File: src/rtl/dbgwin_pkg.sv
package dbgwin_pkg;
  localparam int NUM_CH     = 4;
  localparam int CH_W       = $clog2(NUM_CH);
  localparam int BYTE_W     = 8;
  localparam int WIN_BYTES  = 8;
  localparam int OFF_W      = $clog2(WIN_BYTES);
  localparam int ADDR_W     = 4;
  localparam int WIN_BASE   = 8;
  localparam int FLAG_ADDR  = WIN_BASE - 1;
  localparam int FLAG_SEL   = NUM_CH - 1;
  localparam int CADDR_BYTES = 3;
  localparam int CDATA_BYTES = 2;
  localparam int CADDR_W    = CADDR_BYTES * BYTE_W;
  localparam int CDATA_W    = CDATA_BYTES * BYTE_W;

  typedef enum logic [OFF_W-1:0] {
    OFF_CTRL  = 3'd0,
    OFF_ADR_H = 3'd1,
    OFF_ADR_M = 3'd2,
    OFF_ADR_L = 3'd3,
    OFF_DAT_H = 3'd4,
    OFF_DAT_L = 3'd5,
    OFF_MSK_H = 3'd6,
    OFF_MSK_L = 3'd7
  } win_off_e;

  // Window offsets from the first data byte upward exist only on full channels.
  function automatic logic off_is_data(input logic [OFF_W-1:0] off);
    return off >= OFF_DAT_H;
  endfunction

  // Even channels carry data and mask bytes; odd channels are reduced.
  function automatic bit ch_is_full(input int ch);
    return (ch % 2) == 0;
  endfunction

  function automatic logic [BYTE_W-1:0] flag_byte(input logic [NUM_CH-1:0] f);
    return {{(BYTE_W-NUM_CH){1'b0}}, f};
  endfunction
endpackage

File: src/rtl/dbgwin_decode.sv
module dbgwin_decode
  import dbgwin_pkg::*;
(
  input  logic              clk,
  input  logic              rst_n,
  input  logic [ADDR_W-1:0] addr,
  input  logic [CH_W-1:0]   bank_sel,
  input  logic              wr_en,
  output logic              flag_visible,
  output logic              win_hit,
  output logic [OFF_W-1:0]  win_off,
  output logic [NUM_CH-1:0] bank_we
);
  logic flag_addr_hit;

  assign flag_addr_hit = (int'(addr) == FLAG_ADDR);
  assign flag_visible  = flag_addr_hit && (int'(bank_sel) == FLAG_SEL);
  assign win_hit       = (int'(addr) >= WIN_BASE) && (int'(addr) < WIN_BASE + WIN_BYTES);
  assign win_off       = OFF_W'(int'(addr) - WIN_BASE);

  for (genvar g = 0; g < NUM_CH; g++) begin : g_we
    assign bank_we[g] = wr_en && win_hit && (int'(bank_sel) == g);
  end

  // a single write reaches at most one channel.
  p_we_onehot_r2: assert property (@(posedge clk) disable iff (!rst_n)
    $onehot0(bank_we));

  // writes outside the window never enable a bank.
  p_no_we_outside_r10: assert property (@(posedge clk) disable iff (!rst_n)
    (int'(addr) < WIN_BASE) |-> (bank_we == '0));
endmodule

File: src/rtl/cmp_bank_regs.sv
module cmp_bank_regs
  import dbgwin_pkg::*;
#(
  parameter bit FULL = 1'b1
)(
  input  logic              clk,
  input  logic              rst_n,
  input  logic              wr_en,
  input  logic [OFF_W-1:0]  wr_off,
  input  logic [BYTE_W-1:0] wr_data,
  input  logic [OFF_W-1:0]  rd_off,
  output logic [BYTE_W-1:0] rd_byte,
  output logic [BYTE_W-1:0] ctrl_o,
  output logic [CADDR_W-1:0] addr_o,
  output logic [CDATA_W-1:0] data_o,
  output logic [CDATA_W-1:0] mask_o
);
  logic [BYTE_W-1:0]  ctrl_q;
  logic [CADDR_W-1:0] caddr_q;
  logic               wr_accept;
  logic [BYTE_W-1:0]  base_rd;
  logic [BYTE_W-1:0]  ext_rd;

  assign wr_accept = wr_en && (FULL || !off_is_data(wr_off));

  always_ff @(posedge clk) begin
    if (!rst_n) begin
      ctrl_q  <= '0;
      caddr_q <= '0;
    end else if (wr_accept) begin
      case (win_off_e'(wr_off))
        OFF_CTRL:  ctrl_q <= wr_data;
        OFF_ADR_H: caddr_q[2*BYTE_W +: BYTE_W] <= wr_data;
        OFF_ADR_M: caddr_q[1*BYTE_W +: BYTE_W] <= wr_data;
        OFF_ADR_L: caddr_q[0 +: BYTE_W] <= wr_data;
        default: ;
      endcase
    end
  end

  always_comb begin
    case (win_off_e'(rd_off))
      OFF_CTRL:  base_rd = ctrl_q;
      OFF_ADR_H: base_rd = caddr_q[2*BYTE_W +: BYTE_W];
      OFF_ADR_M: base_rd = caddr_q[1*BYTE_W +: BYTE_W];
      OFF_ADR_L: base_rd = caddr_q[0 +: BYTE_W];
      default:   base_rd = '0;
    endcase
  end

  if (FULL) begin : g_full
    logic [CDATA_W-1:0] cdata_q;
    logic [CDATA_W-1:0] cmask_q;

    always_ff @(posedge clk) begin
      if (!rst_n) begin
        cdata_q <= '0;
        cmask_q <= '0;
      end else if (wr_accept) begin
        case (win_off_e'(wr_off))
          OFF_DAT_H: cdata_q[BYTE_W +: BYTE_W] <= wr_data;
          OFF_DAT_L: cdata_q[0 +: BYTE_W]      <= wr_data;
          OFF_MSK_H: cmask_q[BYTE_W +: BYTE_W] <= wr_data;
          OFF_MSK_L: cmask_q[0 +: BYTE_W]      <= wr_data;
          default: ;
        endcase
      end
    end

    always_comb begin
      case (win_off_e'(rd_off))
        OFF_DAT_H: ext_rd = cdata_q[BYTE_W +: BYTE_W];
        OFF_DAT_L: ext_rd = cdata_q[0 +: BYTE_W];
        OFF_MSK_H: ext_rd = cmask_q[BYTE_W +: BYTE_W];
        OFF_MSK_L: ext_rd = cmask_q[0 +: BYTE_W];
        default:   ext_rd = '0;
      endcase
    end

    assign data_o = cdata_q;
    assign mask_o = cmask_q;

    // data and mask bytes hold while the channel takes no write.
    p_full_hold_r2: assert property (@(posedge clk) disable iff (!rst_n)
      !wr_en |=> ($stable(cdata_q) && $stable(cmask_q)));
  end else begin : g_reduced
    assign ext_rd = '0;
    assign data_o = '0;
    assign mask_o = '0;
  end

  assign rd_byte = off_is_data(rd_off) ? ext_rd : base_rd;
  assign ctrl_o  = ctrl_q;
  assign addr_o  = caddr_q;

  // control and address bytes hold while the channel takes no write.
  p_base_hold_r2: assert property (@(posedge clk) disable iff (!rst_n)
    !wr_en |=> ($stable(ctrl_q) && $stable(caddr_q)));

  // data-region writes leave the control and address bytes alone.
  p_data_wr_spares_base_r4: assert property (@(posedge clk) disable iff (!rst_n)
    (wr_en && off_is_data(wr_off)) |=> ($stable(ctrl_q) && $stable(caddr_q)));
endmodule

File: src/rtl/match_flag_reg.sv
module match_flag_reg
  import dbgwin_pkg::*;
(
  input  logic              clk,
  input  logic              rst_n,
  input  logic              arm,
  input  logic [NUM_CH-1:0] match,
  output logic [NUM_CH-1:0] flags_o
);
  logic [NUM_CH-1:0] flags_q;
  logic [NUM_CH-1:0] set_now;

  // Newly raised flags this cycle; arming suppresses every set.
  assign set_now = match & ~flags_q & {NUM_CH{~arm}};

  always_ff @(posedge clk) begin
    if (!rst_n)   flags_q <= '0;
    else if (arm) flags_q <= '0;
    else          flags_q <= flags_q | set_now;
  end

  assign flags_o = flags_q;

  // without an arm, no flag ever falls.
  p_flag_sticky_r6: assert property (@(posedge clk) disable iff (!rst_n)
    !arm |=> ((flags_q & $past(flags_q)) == $past(flags_q)));

  // a match without an arm leaves its flag set.
  p_match_sets_r6: assert property (@(posedge clk) disable iff (!rst_n)
    (!arm && match != '0) |=> ((flags_q & $past(match)) == $past(match)));

  // no flag rises except on a match.
  p_rise_needs_match_r7: assert property (@(posedge clk) disable iff (!rst_n)
    1'b1 |=> ((flags_q & ~$past(flags_q) & ~$past(match)) == '0));

  // arming empties the register even against a simultaneous match.
  p_arm_clears_r8: assert property (@(posedge clk) disable iff (!rst_n)
    arm |=> (flags_q == '0));
endmodule

File: src/rtl/dbg_cmp_window.sv
module dbg_cmp_window
  import dbgwin_pkg::*;
(
  input  logic                        clk,
  input  logic                        rst_n,
  input  logic [CH_W-1:0]             bank_sel,
  input  logic [ADDR_W-1:0]           addr,
  input  logic                        wr_en,
  input  logic [BYTE_W-1:0]           wr_data,
  input  logic                        rd_en,
  output logic [BYTE_W-1:0]           rd_data,
  input  logic [NUM_CH-1:0]           match_pulse,
  input  logic                        arm_wr,
  output logic [NUM_CH-1:0]           match_flags,
  output logic [NUM_CH*BYTE_W-1:0]    cmp_ctrl_o,
  output logic [NUM_CH*CADDR_W-1:0]   cmp_addr_o,
  output logic [NUM_CH*CDATA_W-1:0]   cmp_data_o,
  output logic [NUM_CH*CDATA_W-1:0]   cmp_mask_o
);
  logic                           flag_visible;
  logic                           win_hit;
  logic [OFF_W-1:0]               win_off;
  logic [NUM_CH-1:0]              bank_we;
  logic [NUM_CH-1:0][BYTE_W-1:0]  bank_rd;
  logic [NUM_CH-1:0]              flags;
  logic [BYTE_W-1:0]              rd_next;
  logic [BYTE_W-1:0]              rd_q;
  logic                           sel_reduced;

  dbgwin_decode u_dec (
    .clk          (clk),
    .rst_n        (rst_n),
    .addr         (addr),
    .bank_sel     (bank_sel),
    .wr_en        (wr_en),
    .flag_visible (flag_visible),
    .win_hit      (win_hit),
    .win_off      (win_off),
    .bank_we      (bank_we)
  );

  for (genvar g = 0; g < NUM_CH; g++) begin : g_bank
    cmp_bank_regs #(.FULL(ch_is_full(g))) u_bank (
      .clk     (clk),
      .rst_n   (rst_n),
      .wr_en   (bank_we[g]),
      .wr_off  (win_off),
      .wr_data (wr_data),
      .rd_off  (win_off),
      .rd_byte (bank_rd[g]),
      .ctrl_o  (cmp_ctrl_o[g*BYTE_W +: BYTE_W]),
      .addr_o  (cmp_addr_o[g*CADDR_W +: CADDR_W]),
      .data_o  (cmp_data_o[g*CDATA_W +: CDATA_W]),
      .mask_o  (cmp_mask_o[g*CDATA_W +: CDATA_W])
    );
  end

  match_flag_reg u_flags (
    .clk     (clk),
    .rst_n   (rst_n),
    .arm     (arm_wr),
    .match   (match_pulse),
    .flags_o (flags)
  );

  always_comb begin
    if (flag_visible)  rd_next = flag_byte(flags);
    else if (win_hit)  rd_next = bank_rd[bank_sel];
    else               rd_next = '0;
  end

  always_ff @(posedge clk) begin
    if (!rst_n)      rd_q <= '0;
    else if (rd_en)  rd_q <= rd_next;
  end

  assign rd_data     = rd_q;
  assign match_flags = flags;
  assign sel_reduced = bank_sel[0];

  // data and mask locations of a reduced channel read zero.
  p_reduced_reads_zero_r4: assert property (@(posedge clk) disable iff (!rst_n)
    (rd_en && sel_reduced && int'(addr) >= WIN_BASE + 4) |=> (rd_data == '0));

  // the flag address is blank unless the last bank is selected.
  p_flag_hidden_r5: assert property (@(posedge clk) disable iff (!rst_n)
    (rd_en && int'(addr) == FLAG_ADDR && int'(bank_sel) != FLAG_SEL) |=> (rd_data == '0));

  // reserved upper flag bits read zero.
  p_flag_upper_zero_r5: assert property (@(posedge clk) disable iff (!rst_n)
    (rd_en && int'(addr) == FLAG_ADDR) |=> (rd_data[BYTE_W-1:NUM_CH] == '0));

  // read data holds between reads.
  p_rd_hold_r10: assert property (@(posedge clk) disable iff (!rst_n)
    !rd_en |=> $stable(rd_data));

  // reduced channels never drive data or mask values.
  p_reduced_outputs_zero_r9: assert property (@(posedge clk) disable iff (!rst_n)
    (cmp_data_o[1*CDATA_W +: CDATA_W] == '0) && (cmp_data_o[3*CDATA_W +: CDATA_W] == '0) &&
    (cmp_mask_o[1*CDATA_W +: CDATA_W] == '0) && (cmp_mask_o[3*CDATA_W +: CDATA_W] == '0));
endmodule

File: config.mk
export PLATFORM = sky130hd
export DESIGN_NAME = dbg_cmp_window
export DESIGN_NICKNAME = d
export VERILOG_FILES = /design/src/rtl/dbgwin_pkg.sv /design/src/rtl/dbgwin_decode.sv /design/src/rtl/cmp_bank_regs.sv /design/src/rtl/match_flag_reg.sv /design/src/rtl/dbg_cmp_window.sv
export SDC_FILE = /design/constraint.sdc
export NUM_CORES = 1
export LEC_CHECK = 0
export ABC_AREA = 1
export ABC_CLOCK_PERIOD_IN_PS = 2500
export BUFFER_PORTS_ARGS = -buffer_cell sky130_fd_sc_hd__clkbuf_2
export CORE_MARGIN = 5
export CORE_UTILIZATION = 50
export CTS_CLUSTER_SIZE = 14
export DETAILED_ROUTE_END_ITERATION = 12
export GPL_TIMING_DRIVEN = 0
export PLACE_DENSITY = 0.89
export RECOVER_POWER = 25
export SLEW_MARGIN = 25
export SYNTH_ARGS = -nofsm -noshare
export SYNTH_HDL_FRONTEND = slang
export SYNTH_HIERARCHICAL = 1
export SYNTH_SLANG_ARGS = --single-unit
File: constraint.sdc
create_clock -name clk -period 2.5 [get_ports clk]
set_input_delay 0.125 -clock clk [delete_from_list [all_inputs] [get_ports clk]]
set_output_delay 0.125 -clock clk [all_outputs]
set_load 0.01 [all_outputs]
==> run summary, run 1 <==
outcome - finished, final reports clean
fillcell total - 1951
slew margin rel. - 42.5%
startpoint types - input port
antenna violations before repair - 0
share of layout cells above drive strength 1 - 18.8%
TritonCTS clock tree - built
DR vias - 11800
Num CTS Buffers - 23
synthesis-stage register bit count - 204
Setup-failing EPs final - 0
critical path arrival - 2010 ps
top cell type's share of synthesized area - 38.6%
Critical Path Fanout Max - 14
Clock Latency Late Sink - 510 ps
largest area contributor in the synthesized netlist - dfxtp_1
gr busiest metal - met2
Hold Path Depth - 3
design area - 13000 um2
Worst Skew - 10.4 ps
dpl hpwl - 27000 um
Die ar. - 24200 um2
n_diodes - 0
Placed Cells - 2164
Cell Area, Synth - 10600 um2
Mapped Cells - 1601
Ys Warns - 6
Pleak - 6.46 nW
pin count of the biggest net entering global routing - 23
Tot GR Track Use - 29.0%
utilization after layout - 61.9%
Port Buffers - 226
met3 GRT Util - 5.12%
height of the die - 156 um
syn avg cell area - 6.61 um2
Power Total - 7.43 mW
vias per cell - 5.36
worst min-delay path class - input port to flop
Root Driver - clkbuf_16
cell row count - 53
first-pass GRT wire length - 56600 um
synth unique cells - 26
clk buf depth - 3
I/O pin count - 291
fmax - 633 MHz
routed wire length - 37400 um
Req. time, crit path - 2930 ps
largest cells by area after synthesis - dfxtp_1, nor2_1, nand2_1
DRT Pass-1 Iters - 6
clock-pin slew on the worst setup and hold paths - 60 ps
worst r2r path cells - 10
placed cell areas - 12300 um2
min Tclk post-route - 1580 ps
Place WS - 465 ps
final hold viol count - 0
vias in the first global route - 10500
most frequent cells in the layout - nor2_1, nand2_1, dfxtp_1
Setup CP Type - input port to flop
post-route DRC violation count - 0
Num Clock Sinks - 204
Pwr Density - 573 nW/um2
Hold WS - 31.3 ps
Die Wd - 156 um
Final Net Count - 1945
global route total overflow - 0
CP Capture Type - flop
P&R area growth vs syn - 22.6%
most common cell after layout, fill and taps aside - nor2_1
Final GP Congestion - 0.955
VDD IR max - 443 uV
setup TNS - 0 ps
Max Cap Viol - 0
worst-margin pin slew - 862 ps
fin cells - 2212
met2 usage - 47.3%
CTS H-tree depth - 1
register area share after synthesis - 38.6%
CORE AREA - 21000 um2
Tcrit/Tclk final - 63.2%
fin worst setup slack - 919 ps
post-route antenna net violation count - 0
Final Max Tran Viols - 0
wire length per cell - 16.9 um
Starting DRT DRC Count - 1107
RSZ-0062 raised after global routing - false
Starting Density - 50.5%
met1 Use GR - 38.6%
## Yosys cell counts (all sizes together)
library cell / n
nand4: 148
nor3: 3
buf: 115
a21oi: 12
clkbuf: 27
o21ai: 132
clkinv: 2
nand3: 100
dfxtp: 204
nand2: 270
inv: 131
nor2: 455
conb: 2
## report_power, final
group / switching [mW] / internal [mW] / total [mW]
registers: 0.0317 / 3.28 / 3.31
clock network: 1.34 / 2.03 / 3.37
logic: 0.519 / 0.228 / 0.748
## worst max-delay path, stage by stage
cell	delay, ps
clkbuf_2	100
buf_4	280
buf_2	250
clkbuf_1	340
nand4_1	170
nand2_1	120
nor2_1	60
nand2_1	80
inv_1	50
nand2_1	60
nand3_1	110
nand2_1	90
nand2_1	60
a21oi_2	110
## path summary, 6_finish.rpt
check        slack, ps                        from          to
max                920                     addr[2]  rd_data[1]
min                 30                       rd_en  rd_data[2]
max reg2reg       1200  g_bank[0].u_bank/data_o[2]  rd_data[2]
min reg2reg        460                  rd_data[7]  rd_data[7]
## registers in the layout, indices dropped and copies added, names as in the netlist
name	flops
u_flags/flags_o	4
g_bank.u_bank/data_o	32
g_bank.u_bank/addr_o	96
g_bank.u_bank/mask_o	32
rd_data	8
g_bank.u_bank/ctrl_o	32
## per-layer routing
metal,share of wire (%),vias up
li1,-,5710
met3,11,119
met2,45,688
met5,0,-
met4,4.2,0
met1,39,5330
## logic make-up (layout without fill, tap and decap cells)
group	Yosys count	count (layout)	synth area share (%)
buffers and inverters	275	549	13.6
and+or+nand+nor	976	976	40.8
AOI/OAI and AO/OA	144	144	6.98
DFF	204	204	38.6
other	2	64	0.0709
## repair_timing
action / 4_1_cts / 5_1_grt
resized for setup: 0 / 0
hold buffers: 8 / 0
buffers inserted: 0 / 0
hold endpoints to repair: 4 / 0
## area by class of cell
cell class / instances / area [um2] / area share (%)
Multi-Input combinational cell: 1184 / 5240 / 40.3
Inverter: 133 / 502 / 3.87
Sequential cell: 204 / 4080 / 31.5
Buffer: 142 / 897 / 6.91
Clock inverter: 10 / 103 / 0.790
Tap cell: 275 / 344 / 2.65
Timing Repair Buffer: 234 / 1160 / 8.96
Clock buffer: 30 / 652 / 5.02
No activity file was read; power rests on OpenSTA's default activity.
==> run 2: changes to the inputs <==
ABC_CLOCK_PERIOD_IN_PS = 1500   (was 2500)
clock period = 1.5 ns   (was 2.5 ns; I/O delays follow)
==> run 2 against run 1 <==
First-iteration DRC count decreased by 6.1%. Via count about the same. Flip-flop and latch count unchanged. Final cell count about the same. Design area increased by 0.46%. Register-to-register slack got worse by 1000 ps. Core utilization increased by 0.29 points. Worst setup slack got worse by 840 ps. Clock power increased by 67%. Highest routed layer unchanged. Combinational power increased by 68%.
==> run summary, run 2 (synthesis results as in run 1) <==
outcome - finished, final reports clean
cell row count - 53
crit-path most repeated cell - nand2_1
Req. time, crit path - 1930 ps
wire length per cell - 16.9 um
reg2reg start - g_bank[0].u_bank/data_o[2]
worst-margin pin slew - 883 ps
power share of the clock group - 45.3%
vias per cell - 5.35
utilization after layout - 62.2%
fmax - 705 MHz
Setup-failing EPs final - 0
Sw Share - 25.4%
clock-pin slew on the worst setup and hold paths - 60 ps
Starting Density - 50.5%
WP buf/inv - 5
height of the die - 156 um
Die Wd - 156 um
flop2flop setup slack - 190 ps
Tot GR Track Use - 29.0%
vias in the first global route - 10500
Num Clock Sinks - 204
Port Buffers - 226
I/O pin count - 291
Starting DRT DRC Count - 1040
fin worst setup slack - 80.6 ps
most frequent cells in the layout - nor2_1, nand2_1, dfxtp_1
Final Max Tran Viols - 0
first-pass GRT wire length - 56600 um
Crit-path slowest cell - buf_2
Final Net Count - 1946
most common cell after layout, fill and taps aside - nor2_1
CTS H-tree depth - 1
clk buf depth - 3
n_diodes - 0
VDD IR max - 740 uV
NetSw - 3.16 mW
Final GP Congestion - 0.955
routed wire length - 37300 um
Largest register FFs - 96
Max Cap Viol - 0
CP peak stage delay - 240 ps
slew margin rel. - 41.2%
antenna violations before repair - 0
startpoint types - input port
share of layout cells above drive strength 1 - 19.4%
CP Capture Type - flop
pin count of the biggest net entering global routing - 23
Hold Path Depth - 6
Cell Chain, Critical Path - clkbuf_2 > buf_6 > buf_4 > nor2_4 > buf_2 > nand3_1 > nand2_1 > nor2_1 > nand2_1 > inv_1 > nand2_2 > nand3_1 > nand2_1 > nand2_1 > a21oi_1
min Tclk post-route - 1420 ps
CP top delay family - simple AND/OR/NAND/NOR gates
global route total overflow - 0
Pwr Density - 951 nW/um2
TritonCTS clock tree - built
combinational share of power - 10.2%
CORE AREA - 21000 um2
reg2reg end - rd_data[2]
hold path start - addr[3]
Num CTS Buffers - 23
Place WS - -485 ps
P&R area growth vs syn - 23.2%
Hold Path End - rd_data[4]
Pint - 9.25 mW
Die ar. - 24200 um2
Flop pwr share - 44.5%
worst r2r path cells - 10
Setup CP Type - input port to flop
post-route DRC violation count - 0
Critical Path Fanout Max - 20
Worst Skew - 10.2 ps
post-route antenna net violation count - 0
post-CTS setup buffer count - 0
DRT Pass-1 Iters - 6
dpl hpwl - 27000 um
final hold viol count - 0
RSZ-0062 raised after global routing - false
Hold WS - 116 ps
Clock Latency Late Sink - 510 ps
critical path arrival - 1840 ps
DR vias - 11800
worst min-delay path class - input port to flop
Pleak - 6.50 nW
Tcrit/Tclk final - 94.6%
Root Driver - clkbuf_16
## run 2: power groups by stage
stage	logic, mW	registers, mW	clock network (mW)
after floorplan	0.795	5.65	0
after global placement	1.18	5.64	0
after detailed placement	1.20	5.64	0
after CTS	1.23	5.52	5.67
after global routing	1.37	5.53	5.86
final	1.26	5.52	5.62
## run 2: routing by layer
layer | GRT usage [%] | up-vias | part of all wire (%)
met4 | 10.7 | 0 | 4.6
li1 | - | 5720 | -
met2 | 47.3 | 684 | 45
met1 | 38.6 | 5313 | 39
met5 | 0 | - | 0
met3 | 5.17 | 128 | 11
## run 2: per-stage QoR
step	instance area (um2)	power [mW]	std cells	setup TNS, ps
CTS	13100	12.4	2213	0
floorplan	10800	6.44	1663	0
detailed placement	12300	6.84	2164	-27440
finish	13000	12.4	2213	0
global placement	12300	6.82	2164	-23260
global route	13000	12.8	2213	0
## run 2: how the worst max path moves through the flow
stage	startpoint	endpoint	slack, ps	cells after the start
5_1_grt	addr[2]	rd_data[4]	9	15
4_1_cts	addr[2]	rd_data[1]	30	14
2_1_floorplan	addr[1]	rd_data[6]	70	13
3_5_place_dp	addr[2]	rd_data[1]	-480	14
6_report	addr[1]	rd_data[5]	80	15
3_3_place_gp	addr[2]	rd_data[1]	-440	14
## run 2: layout make-up
| cell class | instances | area, um2 |
|---|---|---|
| Inverter | 133 | 509 |
| Multi-Input combinational cell | 1184 | 5240 |
| Clock buffer | 30 | 652 |
| Tap cell | 275 | 344 |
| Clock inverter | 10 | 103 |
| Buffer | 142 | 933 |
| Fill cell | 1945 | 7920 |
| Timing Repair Buffer | 235 | 1170 |
| Sequential cell | 204 | 4080 |
## run 2: timing repair
item / in CTS / in global routing
setup endpoints to repair: 0 / 8
hold buffers: 9 / 0
resized for setup: 0 / 24
endpoints found under the hold margin: 10 / 0
## run 2: worst reg2reg max path, stage by stage, from the launching register on
cell	delay [ps]
dfxtp_1	340
nand4_1	90
nand2_1	80
nor2_1	180
nand2_1	90
inv_1	90
nand2_2	50
nand3_1	90
nand2_1	60
nand2_1	70
a21oi_2	50
